File: src/rtl/mii_duplex_poller.sv
module mii_duplex_poller #(
  parameter int CNT_W = 16
) (
  input  logic             clk,
  input  logic             rst_n,
  input  logic [CNT_W-1:0] poll_interval,
  input  logic [4:0]       phy_addr,
  input  logic [15:0]      local_adv,
  input  logic             duplex_lock,
  output logic             req_valid,
  input  logic             req_ready,
  output logic [4:0]       req_phy,
  output logic [4:0]       req_reg,
  input  logic             rsp_valid,
  input  logic [15:0]      rsp_data,
  output logic             full_duplex,
  output logic             tx_thresh,
  output logic             link_up,
  output logic             phy_absent,
  output logic             restart,
  output logic             poll_done,
  output logic [1:0]       poll_result
);
  localparam logic [4:0] REG_STATUS  = 5'd1;
  localparam logic [4:0] REG_PARTNER = 5'd5;
  localparam int         LINK_BIT    = 2;

  typedef enum logic [1:0] {S_WAIT, S_REQ, S_RSP, S_EVAL} state_t;
  state_t           state;
  logic [CNT_W-1:0] cnt;
  logic [1:0]       step;
  logic [15:0]      stat_q, part_q;

  wire [15:0] neg     = part_q & local_adv;
  wire        fd_new  = duplex_lock | neg[8] | (neg[6] & ~neg[7] & ~neg[9]);
  wire        thr_new = ~|neg[9:7];
  wire        absent  = (stat_q == 16'hFFFF);

  assign req_valid = (state == S_REQ);
  assign req_phy   = phy_addr;
  assign req_reg   = (step == 2'd1) ? REG_PARTNER : REG_STATUS;

  always_ff @(posedge clk) begin
    if (!rst_n) begin
      state       <= S_WAIT;
      cnt         <= '0;
      step        <= '0;
      stat_q      <= '0;
      part_q      <= '0;
      full_duplex <= 1'b0;
      tx_thresh   <= 1'b0;
      link_up     <= 1'b0;
      phy_absent  <= 1'b0;
      restart     <= 1'b0;
      poll_done   <= 1'b0;
      poll_result <= 2'd0;
    end else begin
      restart   <= 1'b0;
      poll_done <= 1'b0;
      case (state)
        S_WAIT: begin
          if (cnt >= poll_interval) begin
            cnt   <= '0;
            step  <= 2'd0;
            state <= S_REQ;
          end else begin
            cnt <= cnt + 1'b1;
          end
        end
        S_REQ: if (req_ready) state <= S_RSP;
        S_RSP: begin
          if (rsp_valid) begin
            case (step)
              2'd0: begin
                stat_q <= rsp_data;
                if (rsp_data == 16'hFFFF) state <= S_EVAL;
                else begin step <= 2'd1; state <= S_REQ; end
              end
              2'd1: begin
                part_q <= rsp_data;
                if (stat_q[LINK_BIT]) state <= S_EVAL;
                else begin step <= 2'd2; state <= S_REQ; end
              end
              default: begin
                stat_q <= rsp_data;
                state  <= S_EVAL;
              end
            endcase
          end
        end
        default: begin
          poll_done  <= 1'b1;
          state      <= S_WAIT;
          phy_absent <= absent;
          if (absent) begin
            poll_result <= 2'd3;
          end else if (!stat_q[LINK_BIT]) begin
            link_up     <= 1'b0;
            poll_result <= 2'd2;
          end else begin
            link_up <= 1'b1;
            if ({thr_new, fd_new} != {tx_thresh, full_duplex}) begin
              full_duplex <= fd_new;
              tx_thresh   <= thr_new;
              restart     <= 1'b1;
              poll_result <= 2'd1;
            end else begin
              poll_result <= 2'd0;
            end
          end
        end
      endcase
    end
  end
endmodule

File: config.mk
export PLATFORM = sky130hd
export DESIGN_NAME = mii_duplex_poller
export DESIGN_NICKNAME = d
export VERILOG_FILES = /design/src/rtl/mii_duplex_poller.sv
export SDC_FILE = /design/constraint.sdc
export NUM_CORES = 1
export LEC_CHECK = 0
export BUFFER_PORTS_ARGS = -buffer_cell sky130_fd_sc_hd__buf_2
export CORE_UTILIZATION = 55
export DETAILED_ROUTE_END_ITERATION = 6
export PLACE_DENSITY = 0.88
export SLEW_MARGIN = 0
export SYNTH_ARGS = -nofsm -noshare
export SYNTH_HDL_FRONTEND = slang
export SYNTH_SLANG_ARGS = --single-unit
File: constraint.sdc
create_clock -name clk -period 4.25 [get_ports clk]
set_input_delay 0.425 -clock clk [delete_from_list [all_inputs] [get_ports clk]]
set_output_delay 0.425 -clock clk [all_outputs]
set_load 0.05 [all_outputs]
==> results_dict.tcl, run 1 <==
set metrics [dict create \
    antenna_found_initial 0 \
    hold_class "in2reg" \
    critPathTopFamily "compound AO/OA/AOI/OAI gates" \
    status "complete, no violations" \
    clkLatencyLatePin_ps 310 \
    critPathCaptureType "flop" \
    syn_avg_cell_area_sq_um 7.99 \
    vias 2343 \
    hold_viol_final 0 \
    syn2layout_area_growth_pct 13.0 \
    worst-setup-path-type "reg2reg" \
    ctsLongestPathBuffers 2 \
    synth_area_sq_mm 0.00256 \
    crit_arrival_ps 2740 \
    synth-seq-cells 48 \
    synth_top_family_by_area "simple AND/OR/NAND/NOR gates" \
    grt_pass1_wl_mm 8.93 \
    finalSetupViolCount 0 \
    drt_iter0_drc 105 \
    synthFlopType "dfxtp_1" \
    die_area_sq_mm 0.00492 \
    ys_warn_count 0 \
    tns_ps 0 \
    grt_pass1_vias 2158 \
    nets 437 \
    drcViolationCount 0 \
    rr_worst_depth 8 \
    cts-buffers-inserted 5 \
    drive_above_1_share 0.171 \
    cp.depth 8 \
    synth_compound_area_frac 0.188 \
    cts_tree "done" \
    skew_ps 8.79 \
    reg2reg_from "cnt[0]$_SDFFE_PN0P_" \
    ant_nets 0 \
    die_w_um 70.2 \
    synthCells 320 \
    cp_slowest_stage_delay_ps 520 \
    gr-total-overflow 0 \
    gp_congestion 0.782 \
    fillers 386 \
    r2r_end "cnt[5]$_SDFFE_PN0P_" \
    crit_chain "inv_1 > ha_1 > nand2b_1 > a2111oi_0 > o31a_1 > o211ai_4 > nor4_1 > a21o_1" \
    layout_commonest_cell "nand2_1" \
    num_rows 24 \
    port_buffers 50 \
    tightest_slew_ps 990 \
    synthArstFlopShare 0 \
    via_per_inst 5.65 \
    htreeDepth 2 \
    io_pins 77 \
    fmax_mhz 402 \
    muxShareOfSynthArea 0.0274 \
    drv_cap 0 \
    crit_start "cnt[0]$_SDFFE_PN0P_" \
    relSlewSlack 0.337 \
    dpl.hpwl_mm 4.02 \
    worst-r2r-setup-slack_ps 1760 \
    core-area_sq_mm 0.00441 \
    gr-usage-all-layers 0.225 \
    path_clk_slew_ps 90 \
    slowest_stage "a2111oi_0" \
    pre_cts_ws_ps 1640 \
    crit_path_max_fanout 27 \
    worstSetupStartpointType "flop" \
    synth_edf_count 0 \
    cts-resized-gates 0 \
    rsz0062_at_grt "no" \
    hold_buffers 0 \
    synthSimpleGateAreaFrac 0.238 \
    fin_crit_sh 0.585 \
    cts_root_buf "clkbuf_8" \
    ir_drop_v 0.000213 \
    fin_ws_ps 1760 \
    grt_max_degree 28 \
    cts_setup_buffers 0 \
    power_per_cell_area_mw_per_mm2 301 \
    crit_required_ps 4500 \
    leakagePower_nw 1.42 \
    initial_utilization 0.579 \
    crit_buf_inv 1 \
    synth_cell_types 41 \
    placed_area_sq_mm 0.00277 \
    final_cell_area_sq_mm 0.00289 \
    ys_seq_area_frac 0.376 \
    antenna_cells 0 \
    synth_fa_ha_area_frac 0.0832 \
    synthXorXnorAreaFrac 0.00343 \
    die_h_um 70.2 \
    slew_violations 0 \
    min_period_ps 2490 \
    routed_wl_mm 5.23 \
    wire_per_inst_um 12.6 \
    cts_sinks 48 \
    final_cell_mix "nand2_1 (53), buf_2 (50), dfxtp_1 (48)" \
    drt_first_pass_iters 5 \
    endpoint "cnt[5]$_SDFFE_PN0P_" \
]
## worst min-delay path by stage
stage                                        from                 endpoint  slack [ps]  cells past startpoint
after floorplan           stat_q[14]$_SDFFE_PN0P_  stat_q[14]$_SDFFE_PN0P_         440                      2
after global placement       link_up$_SDFFE_PN0P_     link_up$_SDFFE_PN0P_         440                      2
after detailed placement   stat_q[5]$_SDFFE_PN0P_   stat_q[5]$_SDFFE_PN0P_         450                      2
after CTS                             rsp_data[5]   stat_q[5]$_SDFFE_PN0P_         360                      3
after global routing                 rsp_data[13]  stat_q[13]$_SDFFE_PN0P_         350                      3
final                                rsp_data[15]  stat_q[15]$_SDFFE_PN0P_         360                      3
## worst register-to-register path, delay by kind of cell (launching register included)
kind                       cells  cell delay, ps
adders and majority gates      1             260
and+or+nand+nor                2             490
buffers and inverters          1              70
DFF                            1             430
AOI/OAI and AO/OA              4            1180
## power breakdown
group          total (mW)  internal [mW]  switching [mW]  leakage, nW
combinational      0.0647         0.0258          0.0389        0.968
clock               0.348          0.192           0.156       0.0614
sequential          0.456          0.452         0.00370        0.387
total               0.868          0.670           0.198         1.42
## flip-flops by register name (all words and copies together), names as in the netlist, 2 cells and up
name and count:
cnt 16, poll_result 2, part_q 4, stat_q 16, step 2, state 2
## final cells by class
| type | count | area (sq um) | share of cell area |
|---|---|---|---|
| sequential | 48 | 961 | 0.333 |
| inverter | 25 | 93.8 | 0.0325 |
| clock inverter | 2 | 38.8 | 0.0134 |
| timing repair buffer | 50 | 250 | 0.0867 |
| multi-input combinational | 232 | 1400 | 0.484 |
| clock buffer | 6 | 82.6 | 0.0286 |
| tap | 52 | 65.1 | 0.0225 |
## synthesized netlist by cell type (all sizes together), types with 2 or more instances
| master | number | area, sq um |
|---|---|---|
| a211o | 4 | 35.0 |
| a211oi | 2 | 15.0 |
| a21o | 13 | 97.6 |
| a21oi | 27 | 135 |
| and3 | 9 | 56.3 |
| buf | 11 | 90.1 |
| clkbuf | 6 | 22.5 |
| conb | 2 | 7.51 |
| dfxtp | 48 | 961 |
| ha | 17 | 213 |
| inv | 25 | 93.8 |
| mux2i | 7 | 70.1 |
| nand2 | 53 | 199 |
| nand2b | 2 | 12.5 |
| nand3 | 12 | 60.1 |
| nand4 | 8 | 50.1 |
| nor2 | 22 | 82.6 |
| nor2b | 2 | 12.5 |
| nor3 | 4 | 20.0 |
| nor3b | 7 | 52.6 |
| o21ai | 17 | 85.1 |
| or2 | 2 | 12.5 |
| or3 | 3 | 18.8 |
| or4 | 2 | 18.8 |
## cell families (layout without fill, tap and decap cells)
kind of cell    after synthesis  in the layout
simple gates                128            128
compound gates               75             75
flops                        48             48
buf+inv                      42             83
fa+ha+maj                    17             17
mux                           7              7
other cells                   2              4
xor+xnor                      1              1
## stage by stage
stage          hold WS, ps  power (mW)  utilization  std cells
2_1_floorplan          436       0.518            -        322
3_3_place_gp           444       0.528        0.627        407
3_5_place_dp           452       0.531        0.627        407
4_1_cts                356       0.875        0.654        415
5_1_grt                350       0.906        0.654        415
6_report               357       0.868        0.654        415
## routing by layer
metal	vias to the layer above	share of wire	routed length [um]	track usage
li1	1179	-	-	-
met1	1095	0.45	2350	0.273
met2	57	0.48	2530	0.380
met3	12	0.047	244	0.0635
met4	0	0.021	109	0.0778
met5	-	0	0	0
Note: power is estimated with default switching activity, not from simulation.
==> run 2: changes to the inputs <==
--- a/config.mk
+++ b/config.mk
@@ -6,9 +6,9 @@
 export NUM_CORES = 1
 export LEC_CHECK = 0
 export BUFFER_PORTS_ARGS = -buffer_cell sky130_fd_sc_hd__buf_2
-export CORE_UTILIZATION = 55
+export CORE_UTILIZATION = 51
 export DETAILED_ROUTE_END_ITERATION = 6
-export PLACE_DENSITY = 0.88
+export PLACE_DENSITY = 0.82
 export SLEW_MARGIN = 0
 export SYNTH_ARGS = -nofsm -noshare
 export SYNTH_HDL_FRONTEND = slang
==> constraint.sdc (replaced) <==
create_clock -name clk -period 2.4 [get_ports clk]
set_input_delay 0.24 -clock clk [delete_from_list [all_inputs] [get_ports clk]]
set_output_delay 0.24 -clock clk [all_outputs]
set_load 0.05 [all_outputs]
==> run 2 against run 1 <==
Against the previous run:
- via count is 0.26% higher
- final area increased by 4.3%
- fmax is 8.8% higher
- clock power increased by 68%
- cell count grew 6.5%
- core utilization shrank 2.5 points
- clock skew grew 3.3 ps
- sequential power up 77%
- first-iteration DRC count is 24% higher
- sequential share of layout area down 1.4 points
- die area is 7.6% higher
==> results_dict.tcl, run 2 (synthesis results as in run 1) <==
set metrics [dict create \
    dpl.hpwl_mm 4.08 \
    ant_nets 0 \
    die_w_um 72.8 \
    nets 449 \
    hold_viol_final 0 \
    die_h_um 72.8 \
    gr-total-overflow 0 \
    fmax_mhz 437 \
    drcViolationCount 0 \
    critPathCaptureType "flop" \
    htreeDepth 2 \
    crit_required_ps 2610 \
    drt_iter0_drc 130 \
    skew_ps 12.1 \
    tightest_slew_ps 773 \
    cts_sinks 48 \
    use_met1 0.283 \
    port_buffers 50 \
    syn2layout_area_growth_pct 17.9 \
    finalSetupViolCount 0 \
    die_area_sq_mm 0.00530 \
    fin_util 0.630 \
    antenna_found_initial 0 \
    grt_pass1_vias 2167 \
    path_clk_slew_ps 90 \
    met3_usage 0.0497 \
    drt_first_pass_iters 4 \
    whs_ps 176 \
    power_per_cell_area_mw_per_mm2 503 \
    via_per_inst 5.31 \
    wire_per_inst_um 12.5 \
    status "complete, no violations" \
    layout_commonest_cell "nand2_1" \
    leakagePower_nw 1.47 \
    hold_buffers 0 \
    worstSetupStartpointType "flop" \
    ctsLongestPathBuffers 2 \
    gr-usage-all-layers 0.224 \
    min_period_ps 2290 \
    drive_above_1_share 0.203 \
    grt_max_degree 24 \
    final_cell_mix "nand2_1 (53), buf_2 (50), dfxtp_1 (48)" \
    drv_cap 0 \
    final_cells 442 \
    crit_arrival_ps 2500 \
    fin_crit_sh 0.953 \
    cts-buffers-inserted 5 \
    tns_ps 0 \
    slew_violations 0 \
    hold_class "in2reg" \
    grt_pass1_wl_mm 9.18 \
    antenna_cells 0 \
    num_rows 25 \
    largest_registers "cnt: 16 flops, stat_q: 16 flops, part_q: 4 flops" \
    cts_tree "done" \
    rsz0062_at_grt "no" \
    crit_path_max_fanout 14 \
    routed_wl_mm 5.52 \
    fillers 439 \
    core-area_sq_mm 0.00479 \
    io_pins 77 \
    relSlewSlack 0.479 \
    clkLatencyLatePin_ps 310 \
    initial_utilization 0.534 \
    dp.cells 430 \
    grt_use_met2 0.378 \
    worst-setup-path-type "reg2reg" \
    gp_congestion 0.828 \
    cts_root_buf "clkbuf_8" \
    vias 2349 \
    grt_most_used_layer "met2" \
    ir_drop_v 0.000282 \
]
## run 2: cell types whose count changed in the layout (fill, tap and decap cells not counted), sizes merged
cell / before / now
o211ai: 1 / 2
buf: 50 / 61
clkbuf: 6 / 5
clkinvlp: 0 / 1
## run 2: path summary, 6_finish.rpt
check                                       startpoint                 endpoint  slack [ps]  cells past startpoint
worst max register to register    cnt[15]$_SDFFE_PN0P_      cnt[8]$_SDFFE_PN0P_         110                      6
worst max-delay path              cnt[15]$_SDFFE_PN0P_      cnt[8]$_SDFFE_PN0P_         110                      6
worst min register to register  stat_q[8]$_SDFFE_PN0P_   stat_q[8]$_SDFFE_PN0P_         460                      2
worst min-delay path                      rsp_data[14]  stat_q[14]$_SDFFE_PN0P_         180                      3
## run 2: layout make-up
type	instances	area (sq um)	area share
sequential	48	961	0.319
multi-input combinational	233	1430	0.475
clock inverter	3	42.5	0.0141
tap	67	83.8	0.0278
clock buffer	5	68.8	0.0228
inverter	25	93.8	0.0311
timing repair buffer	61	333	0.110
## run 2: metrics by stage
step | setup slack, ps | total power [mW] | cell area [sq um]
6_report | 113 | 1.52 | 3010
5_1_grt | 4.56 | 1.57 | 3010
4_1_cts | 11.7 | 1.52 | 2980
3_5_place_dp | -19.7 | 0.943 | 2850
3_3_place_gp | 18.7 | 0.938 | 2850
2_1_floorplan | 294 | 0.918 | 2560
## run 2: routing by layer
| metal | up-vias | share of wire |
|---|---|---|
| met5 | - | 0 |
| met4 | 0 | 0.013 |
| met3 | 7 | 0.043 |
| met2 | 59 | 0.47 |
| met1 | 1075 | 0.47 |
| li1 | 1208 | - |
## run 2: repair_timing
action	4_1_cts	5_1_grt
cloned	1	0
resized for setup	2	3
setup endpoints to repair	2	17
setup buffers	0	3
pin swaps	1	2
## run 2: power breakdown
| part | switching [mW] | internal (mW) |
|---|---|---|
| logic | 0.0739 | 0.0530 |
| clock network | 0.276 | 0.308 |
| registers | 0.00508 | 0.800 |
## run 2: worst max-delay path: stages, from the launching register on
cell and delay [ps]:
dfxtp_1 340, ha_1 320, nand4_1 120, or4_4 610, o211ai_4 410, o21ai_0 170
a21o_1 220
